`src/rtl/ras_pkg.sv`:
```
package ras_pkg;
  localparam int RAS_DEPTH_DEF = 31;
  localparam int RAS_AW_DEF    = 21;

  typedef enum logic [1:0] {
    OP_IDLE = 2'b00,
    OP_POP  = 2'b01,
    OP_PUSH = 2'b10,
    OP_SWAP = 2'b11
  } ras_op_e;
endpackage

```
`src/rtl/ras_store.sv`:
```
module ras_store #(
  parameter int DEPTH = 31,
  parameter int AW    = 21,
  localparam int IW   = (DEPTH > 1) ? $clog2(DEPTH) : 1
) (
  input  logic          clk,
  input  logic          we,
  input  logic [IW-1:0] waddr,
  input  logic [AW-1:0] wdata,
  input  logic [IW-1:0] raddr,
  output logic [AW-1:0] rdata
);
  logic [AW-1:0] cells [DEPTH];

  always_ff @(posedge clk) begin
    if (we) cells[waddr] <= wdata;
  end

  assign rdata = cells[raddr];
endmodule

```
`src/rtl/ras_ctrl.sv`:
```
module ras_ctrl
  import ras_pkg::*;
#(
  parameter int DEPTH = 31,
  parameter int AW    = 21,
  localparam int IW   = (DEPTH > 1) ? $clog2(DEPTH) : 1,
  localparam int PW   = $clog2(DEPTH + 1)
) (
  input  logic          clk,
  input  logic          rst,
  input  logic          push,
  input  logic          pop,
  input  logic [AW-1:0] push_addr,
  input  logic [AW-1:0] below_data,
  output logic          we,
  output logic [IW-1:0] waddr,
  output logic [IW-1:0] raddr,
  output logic [AW-1:0] tos,
  output logic [PW-1:0] lvl,
  output logic          ovf_evt,
  output logic          unf_evt
);
  localparam logic [PW-1:0] FULL_LVL = PW'(DEPTH);

  ras_op_e       op;
  logic [PW-1:0] lvl_n, lvl_m1, lvl_m2;
  logic [AW-1:0] tos_n;
  logic          empty, full;

  assign op     = ras_op_e'({push, pop});
  assign empty  = (lvl == '0);
  assign full   = (lvl == FULL_LVL);
  assign lvl_m1 = lvl - PW'(1);
  assign lvl_m2 = lvl - PW'(2);
  assign raddr  = lvl_m2[IW-1:0];

  always_comb begin
    we      = 1'b0;
    waddr   = lvl[IW-1:0];
    lvl_n   = lvl;
    tos_n   = tos;
    ovf_evt = 1'b0;
    unf_evt = 1'b0;
    unique case (op)
      OP_PUSH: begin
        if (full) begin
          ovf_evt = 1'b1;
        end else begin
          we    = 1'b1;
          lvl_n = lvl + PW'(1);
          tos_n = push_addr;
        end
      end
      OP_POP: begin
        if (empty) begin
          unf_evt = 1'b1;
        end else begin
          lvl_n = lvl_m1;
          tos_n = (lvl >= PW'(2)) ? below_data : '0;
        end
      end
      OP_SWAP: begin
        we    = 1'b1;
        tos_n = push_addr;
        if (empty) begin
          unf_evt = 1'b1;
          waddr   = '0;
          lvl_n   = PW'(1);
        end else begin
          waddr = lvl_m1[IW-1:0];
        end
      end
      default: ;
    endcase
  end

  always_ff @(posedge clk) begin
    if (rst) begin
      lvl <= '0;
      tos <= '0;
    end else begin
      lvl <= lvl_n;
      tos <= tos_n;
    end
  end
endmodule

```
`src/rtl/ras_fault.sv`:
```
module ras_fault (
  input  logic clk,
  input  logic rst,
  input  logic ovf_evt,
  input  logic unf_evt,
  input  logic fault_rst_en,
  input  logic flag_clr,
  output logic ovf_flag,
  output logic unf_flag,
  output logic reset_req
);
  always_ff @(posedge clk) begin
    if (rst) begin
      ovf_flag  <= 1'b0;
      unf_flag  <= 1'b0;
      reset_req <= 1'b0;
    end else begin
      ovf_flag  <= ovf_evt | (ovf_flag & ~flag_clr);
      unf_flag  <= unf_evt | (unf_flag & ~flag_clr);
      reset_req <= fault_rst_en & (ovf_evt | unf_evt);
    end
  end
endmodule

```
`src/rtl/ret_addr_stack.sv`:
```
module ret_addr_stack
  import ras_pkg::*;
#(
  parameter int DEPTH = RAS_DEPTH_DEF,
  parameter int AW    = RAS_AW_DEF
) (
  input  logic          clk,
  input  logic          rst,
  input  logic          push,
  input  logic          pop,
  input  logic [AW-1:0] push_addr,
  input  logic          fault_rst_en,
  input  logic          flag_clr,
  output logic [AW-1:0] tos,
  output logic          ovf_flag,
  output logic          unf_flag,
  output logic          reset_req
);
  localparam int IW = (DEPTH > 1) ? $clog2(DEPTH) : 1;
  localparam int PW = $clog2(DEPTH + 1);

  logic          we, ovf_evt, unf_evt;
  logic [IW-1:0] waddr, raddr;
  logic [AW-1:0] below_data;
  logic [PW-1:0] lvl;

  ras_ctrl #(.DEPTH(DEPTH), .AW(AW)) u_ctrl (
    .clk(clk), .rst(rst), .push(push), .pop(pop), .push_addr(push_addr),
    .below_data(below_data), .we(we), .waddr(waddr), .raddr(raddr),
    .tos(tos), .lvl(lvl), .ovf_evt(ovf_evt), .unf_evt(unf_evt)
  );

  ras_store #(.DEPTH(DEPTH), .AW(AW)) u_store (
    .clk(clk), .we(we), .waddr(waddr), .wdata(push_addr),
    .raddr(raddr), .rdata(below_data)
  );

  ras_fault u_fault (
    .clk(clk), .rst(rst), .ovf_evt(ovf_evt), .unf_evt(unf_evt),
    .fault_rst_en(fault_rst_en), .flag_clr(flag_clr),
    .ovf_flag(ovf_flag), .unf_flag(unf_flag), .reset_req(reset_req)
  );
endmodule

```
`config.mk`:
```
export PLATFORM = sky130hd
export DESIGN_NAME = ret_addr_stack
export DESIGN_NICKNAME = d
export VERILOG_FILES = /design/src/rtl/ras_pkg.sv /design/src/rtl/ras_store.sv /design/src/rtl/ras_ctrl.sv /design/src/rtl/ras_fault.sv /design/src/rtl/ret_addr_stack.sv
export SDC_FILE = /design/constraint.sdc
export NUM_CORES = 1
export LEC_CHECK = 0
export ABC_CLOCK_PERIOD_IN_PS = 7000
export BUFFER_PORTS_ARGS = -buffer_cell sky130_fd_sc_hd__buf_2
export CORE_ASPECT_RATIO = 0.8
export CORE_MARGIN = 3
export CORE_UTILIZATION = 30
export DETAILED_ROUTE_END_ITERATION = 10
export GPL_TIMING_DRIVEN = 0
export PLACE_DENSITY = 0.56
export SLEW_MARGIN = 20
export SYNTH_ARGS = -nofsm -noshare
export SYNTH_HDL_FRONTEND = slang
export SYNTH_SLANG_ARGS = --single-unit
```
`constraint.sdc`:
```
create_clock -name clk -period 7 [get_ports clk]
set_input_delay 1.05 -clock clk [delete_from_list [all_inputs] [get_ports clk]]
set_output_delay 1.05 -clock clk [all_outputs]
set_load 0.05 [all_outputs]
```
==> results of run 1 <==
## per-stage QoR
| step | instance area (um^2) | total power, mW | util [%] |
|---|---|---|---|
| 2_1_floorplan | 27300 | 6.32 | - |
| 3_5_place_dp | 29900 | 7.32 | 33.3 |
| 3_3_place_gp | 29000 | 7.22 | 32.3 |
| 5_1_grt | 32200 | 11.5 | 35.9 |
| 4_1_cts | 32200 | 11.1 | 35.9 |
| 6_report | 32200 | 11.1 | 35.9 |
## logic make-up (layout without fill, tap and decap cells)
kind of cell,count (synthesis),in the layout,synth area share (%)
multiplexers,254,254,14.7
AO/OA/AOI/OAI,142,142,3.95
adder cells (fa/ha/maj),8,8,0.367
buffers and inverters,98,312,2.04
flip-flops,680,680,73.8
other,0,4,0
AND/OR/NAND/NOR,276,276,4.86
XOR/XNOR,7,7,0.225
## cell usage in the layout (no fill, tap or decap), types with 8 or more instances in the layout
cell / instances
a2111oi_0: 19
a21oi_1: 29
a22oi_1: 44
and3_1: 22
buf_12: 12
buf_16: 8
buf_2: 81
buf_4: 31
buf_6: 11
bufinv_16: 10
clkbuf_1: 46
clkbuf_16: 73
clkinv_1: 11
clkinv_2: 10
dfxtp_1: 29
edfxtp_1: 651
ha_1: 8
mux2_2: 36
mux2i_1: 105
mux4_1: 26
mux4_2: 79
nand2_1: 53
nand3_1: 26
nand4_1: 42
nor2_1: 72
nor2_4: 24
o211ai_1: 10
o211ai_2: 13
## state kept, by name, summed over array words and instances (netlist names)
register and flops:
u_fault.unf_flag 1, u_fault.ovf_flag 1, u_fault.reset_req 1, u_store.cells 651, u_ctrl.tos 21, u_ctrl.lvl 5
## power groups by stage
stage	clock network [mW]	registers (mW)	logic (mW)
floorplan	0	4.90	1.42
global placement	0	4.82	2.40
detailed placement	0	4.82	2.50
CTS	3.90	4.73	2.51
global route	4.06	4.74	2.66
finish	3.81	4.74	2.51
## layer usage
layer / track usage, % / up-vias / share of wire, %
met5: 0 / - / 0.072
met4: 4.18 / 8 / 2.2
met3: 4.14 / 113 / 9.5
met2: 22.6 / 654 / 43
met1: 23.5 / 7777 / 46
li1: - / 6322 / -
## worst paths after layout
path,from,end,slack [ns],depth (start not counted)
max,u_ctrl.lvl[0]$_SDFFE_PP0P_,u_store.cells[0][13]$_DFFE_PP_,2.76,10
min,u_fault.ovf_flag$_SDFF_PP0_,u_fault.ovf_flag$_SDFF_PP0_,0.48,2
max reg2reg,u_ctrl.lvl[0]$_SDFFE_PP0P_,u_store.cells[0][13]$_DFFE_PP_,2.76,10
min reg2reg,u_fault.ovf_flag$_SDFF_PP0_,u_fault.ovf_flag$_SDFF_PP0_,0.48,2
## layout make-up
| type | count | area share, % |
|---|---|---|
| timing repair buffer | 90 | 2.74 |
| clock inverter | 36 | 1.39 |
| tap | 1200 | 4.66 |
| multi-input combinational | 687 | 21.1 |
| inverter | 8 | 0.0933 |
| clock buffer | 88 | 5.85 |
| antenna | 4 | 0.0311 |
| sequential | 680 | 62.5 |
| buffer | 90 | 1.63 |
## worst min-delay path, delay by kind of cell (launching register included)
family / cells / cell delay (ns)
simple gates: 1 / 0.06
compound gates: 1 / 0.06
flops: 1 / 0.31
==> reports/qor.csv, run 1 <==
metric,value,unit
outcome,"finished, final reports clean",
Final Hold Fails,0,
largest net degree at the start of global routing,33,
setup tns final,0,ns
Tot GR Track Use,15.8,%
vias per inst,5.16,
Initial DRC Count,1720,
CP Max Fanout,21,
leakage,10.2,nW
Syn-to-layout area delta,18.1,%
Worst Path Required,7.23,ns
Ys Warns,0,
post-route insts no fill,2883,
Slew headroom,15.7,%
endpoints failing setup,0,
Post-Syn Nets,1500,
slowest CP cell,nor2_4,
Final WS setup,2.76,ns
layout cells sized above 1,24.5,%
CTS buffer count,70,
footprint of the multi-input gates,0.00679,mm^2
Clock Skew,0.0243,ns
dominant cell type by area after synthesis,edfxtp_1,
Worst Path Buf+Inv,5,
"Min Clock Period, post-route",4.24,ns
Reg power frac,42.8,%
total iterations of the first detailed-routing run,5,
post-DP HPWL,49.8,mm
Syn Inst Count,1465,
CP cell instances,"buf_2, buf_4, inv_2, buf_2, ha_1, clkbuf_1, nand3_1, mux2i_2, nand3_1, nor2_4",
worst slew pin tran,1.23,ns
placed insts,2755,
maximum vdd drop,180,uV
synthesized flop and latch total,680,
Clock Latency Late Sink,0.62,ns
clk root buf,clkbuf_16,
WL per Instance,26.1,um
CORE AREA,0.0898,mm^2
Commonest cells post-synth,"651 x edfxtp_1, 105 x mux2i_1, 96 x nor2_1, 79 x mux4_2, 53 x nand2_1",
Clk pwr share,34.4,%
type of the worst min-delay path,reg2reg,
Startpoint Class,flip-flop,
clk slew on worst S/H paths,0.06,ns
achievable frequency,236,MHz
Comb pwr share,22.7,%
hold_buf cts,0,
mapped cell area,0.0273,mm^2
register area,0.0201,mm^2
vias in the first global route,14500,
share of the synthesized area in the top cell type,71.7,%
Die W,343,um
Die ar.,0.0945,mm^2
final-stage net count,1662,
Final ANT Viol Nets,0,
Slew Limit Fails,0,
first-pass GRT wire length,106,mm
power per cell area,344,mW/mm^2
fillers,8380,
Crit path max-delay family,simple AND/OR/NAND/NOR gates,
Remaining DRCs,0,
"EDFF count, synth",651,
TritonCTS clock tree,built,
H-tree Lvls,3,
Die Ht,276,um
Final Wtd Congestion,0.964,
Crit. End Element,flip-flop,
sequential area share after synthesis,73.8,%
Avg Inst Size Synth,18.6,um^2
post-CTS repair timing setup buffer count,0,
GRT overflow,0,
hold slack final,0.481,ns
WL final,75.1,mm
initial antenna violation count,5,
Max Cap Viol,0,
buffers added on ports,48,
internal power,7.79,mW
CP Class,reg2reg,
Tcrit/Tclk final,60.5,%
Starting Density,30.4,%
"top cells by area, synth","edfxtp_1 72%, mux4_2 6.5%, mux2i_1 3.9%",
RSZ-0062 raised after global routing,false,
most frequent cell after synthesis,edfxtp_1,
Worst path max stage delay,0.73,ns
I/O pin cnt,51,
fraction of synthesis flops using an asynchronous set or reset pin,0,%
switch share,29.6,%
Unique masters post-synth,54,
Row Count,98,
Clock Sinks,680,
Critical Path AT,4.47,ns
clock tree buffer depth,3,
ys flop type,edfxtp_1,
sw power,3.27,mW
Resize count post-CTS,0,
routed vias,14900,
pre-CTS WS,2.80,ns
(Power assumes the default switching activity.)
==> inputs of run 2 (changes only) <==
- ABC_CLOCK_PERIOD_IN_PS: 7000 -> 4150
- clock period: 7 -> 4.15 ns (I/O delays scaled with it)
==> reports/qor.csv, run 2 (synthesis results as in run 1) <==
metric,value,unit,change
CP cell instances,"buf_6, buf_4, inv_1, ha_1, clkbuf_1, clkbuf_2, clkbuf_1, a2111oi_0, a21oi_1, nand4_1, and3_1",,
Crit. End Element,flip-flop,,
"Min Clock Period, post-route",4.03,ns,-0.206 ns
max reg flops,651,,unchanged
Levels on crit path,11,,+1
initial antenna violation count,5,,unchanged
Worst path max stage delay,0.96,ns,+0.23 ns
final-stage net count,1667,,+0.30%
sw power,5.57,mW,+70%
TritonCTS clock tree,built,,
Routed met1 length,34.6,mm,+0.84%
Tot GR Track Use,15.8,%,+0.071 points
footprint of the multi-input gates,0.00684,mm^2,+0.68%
hold_buf cts,0,,unchanged
Slew headroom,22.4,%,+6.7 points
Tcrit/Tclk final,97.1,%,+37 points
CORE AREA,0.0898,mm^2,unchanged
slowest CP cell,a2111oi_0,,
routed vias,14900,,+0.41%
vias per inst,5.17,,+0.31%
CP Max Fanout,10,,-52%
fin util,36.0,%,+0.10 points
Worst Path Buf+Inv,6,,+1
Worst Path Required,4.71,ns,-2.52 ns
reg2reg start,u_ctrl.lvl[1]$_SDFFE_PP0P_,,
vias in the first global route,14600,,+0.24%
maximum vdd drop,306,uV,+70%
H-tree Lvls,3,,unchanged
"commonest non-fill, non-tap cell in the layout",edfxtp_1,,
first-pass GRT wire length,107,mm,+0.40%
Starting Density,30.4,%,unchanged
post-DP HPWL,49.8,mm,unchanged
Remaining DRCs,0,,unchanged
total chip power,18.7,mW,+69%
top layer in use,met5,,
Critical Path AT,4.59,ns,+0.12 ns
Die ar.,0.0945,mm^2,unchanged
total iterations of the first detailed-routing run,5,,unchanged
Worst Reg-to-Reg Cells,11,,+1
WL final,75.2,mm,+0.16%
clock tree buffer depth,3,,unchanged
internal power,13.2,mW,+69%
worst slew pin tran,1.13,ns,-0.0983 ns
buffers added on ports,48,,unchanged
Initial DRC Count,1787,,+3.9%
Row Count,98,,unchanged
largest net degree at the start of global routing,33,,unchanged
pre-CTS WS,-0.0492,ns,-2.85 ns
fillers,8369,,-0.13%
largest reg by FF count,u_store.cells,,
outcome,"finished, final reports clean",,
WL per Instance,26.1,um,about the same
register area,0.0201,mm^2,unchanged
layout cells sized above 1,25.1,%,+0.52 points
Die Ht,276,um,unchanged
Max Cap Viol,0,,unchanged
Final ANT Viol Nets,0,,unchanged
Final Wtd Congestion,0.964,,unchanged
Final WS setup,0.118,ns,-2.64 ns
Clk pwr share,34.4,%,about the same
Crit path max-delay family,buffers and inverters,,
Startpoint Class,flip-flop,,
type of the worst min-delay path,in2reg,,
power per cell area,580,mW/mm^2,+69%
CTS buffer count,70,,unchanged
CP endpoint,u_ctrl.tos[6]$_SDFFE_PP0P_,,
Syn-to-layout area delta,18.5,%,
wire length on met2,31.9,mm,-0.17%
clk root buf,clkbuf_16,,
Final Hold Fails,0,,unchanged
achievable frequency,248,MHz,+5.1%
setup tns final,0,ns,unchanged
clk slew on worst S/H paths,0.06,ns,about the same
cell mode on critical path,clkbuf_1,,
Slew Limit Fails,0,,unchanged
Comb pwr share,22.9,%,+0.2 points
I/O pin cnt,51,,unchanged
Clock Skew,0.0234,ns,-0.000923 ns
GRT overflow,0,,unchanged
Clock Sinks,680,,unchanged
leakage,10.3,nW,+0.65%
most frequent cells in the layout,"651 x edfxtp_1, 105 x mux2i_1, 81 x buf_2",,
Reg power frac,42.7,%,about the same
routed wl met3,6.90,mm,-2.9%
switch share,29.7,%,+0.14 points
FF-to-FF End,u_ctrl.tos[6]$_SDFFE_PP0P_,,
Die W,343,um,unchanged
Clock Latency Late Sink,0.62,ns,about the same
Crit. Startpoint,u_ctrl.lvl[1]$_SDFFE_PP0P_,,
CP Class,reg2reg,,
hold slack final,0.250,ns,-0.232 ns
RSZ-0062 raised after global routing,false,,
Largest regs,"u_store.cells (651), u_ctrl.tos (21), u_ctrl.lvl (5)",,
endpoints failing setup,0,,unchanged
reg2reg setup slack,0.12,ns,-2.64 ns
==> run 2: timing repair <==
item,CTS,global route
endpoints found under the setup margin,21,57
gates resized for setup,3,9
setup buffers,2,1
gates cloned,1,0
pin swaps,2,1
==> run 2: worst min-delay path by stage <==
stage | depth (start not counted) | slack [ns] | endpoint | start
global placement | 2 | 0.47 | u_fault.unf_flag$_SDFF_PP0_ | u_fault.unf_flag$_SDFF_PP0_
floorplan | 3 | 0.68 | u_ctrl.lvl[4]$_SDFFE_PP0P_ | u_ctrl.lvl[4]$_SDFFE_PP0P_
detailed placement | 2 | 0.48 | u_fault.ovf_flag$_SDFF_PP0_ | u_fault.ovf_flag$_SDFF_PP0_
global route | 3 | 0.24 | u_fault.reset_req$_SDFF_PP0_ | fault_rst_en
finish | 3 | 0.25 | u_fault.reset_req$_SDFF_PP0_ | fault_rst_en
CTS | 3 | 0.22 | u_fault.reset_req$_SDFF_PP0_ | fault_rst_en
==> run 2: final cells by class <==
class,instances,area share (%)
flip-flops and latches,680,62.3
clock inverters,36,1.39
multi-input cells,688,21.2
plain buffers,90,1.64
repair buffers,94,2.87
inverters,8,0.0930
diodes,2,0.0155
clock buffers,88,5.83
well taps,1200,4.65
==> run 2: layer usage <==
metal	vias up	track usage (%)
met5	-	0
met2	688	22.7
met1	7784	23.5
met4	8	4.24
met3	118	4.27
li1	6337	-
==> run 2: metrics by stage <==
step	area, um^2	instances
3_5_place_dp	29900	2755
6_report	32300	2886
5_1_grt	32300	2884
4_1_cts	32200	2882
2_1_floorplan	27300	1465
3_3_place_gp	29000	2713
==> run 2: power by group through the flow <==
stage | registers [mW] | logic [mW] | clock network [mW]
floorplan | 8.26 | 2.40 | 0
global placement | 8.13 | 4.06 | 0
detailed placement | 8.13 | 4.21 | 0
CTS | 7.98 | 4.27 | 6.57
global route | 7.99 | 4.53 | 6.85
finish | 7.99 | 4.29 | 6.44
==> run 2: tightest hold or removal path: cells and delay by family <==
family                 cells  cell delay (ns)
AO/OA/AOI/OAI              1             0.04
buffers and inverters      1             0.10
AND/OR/NAND/NOR            1             0.06
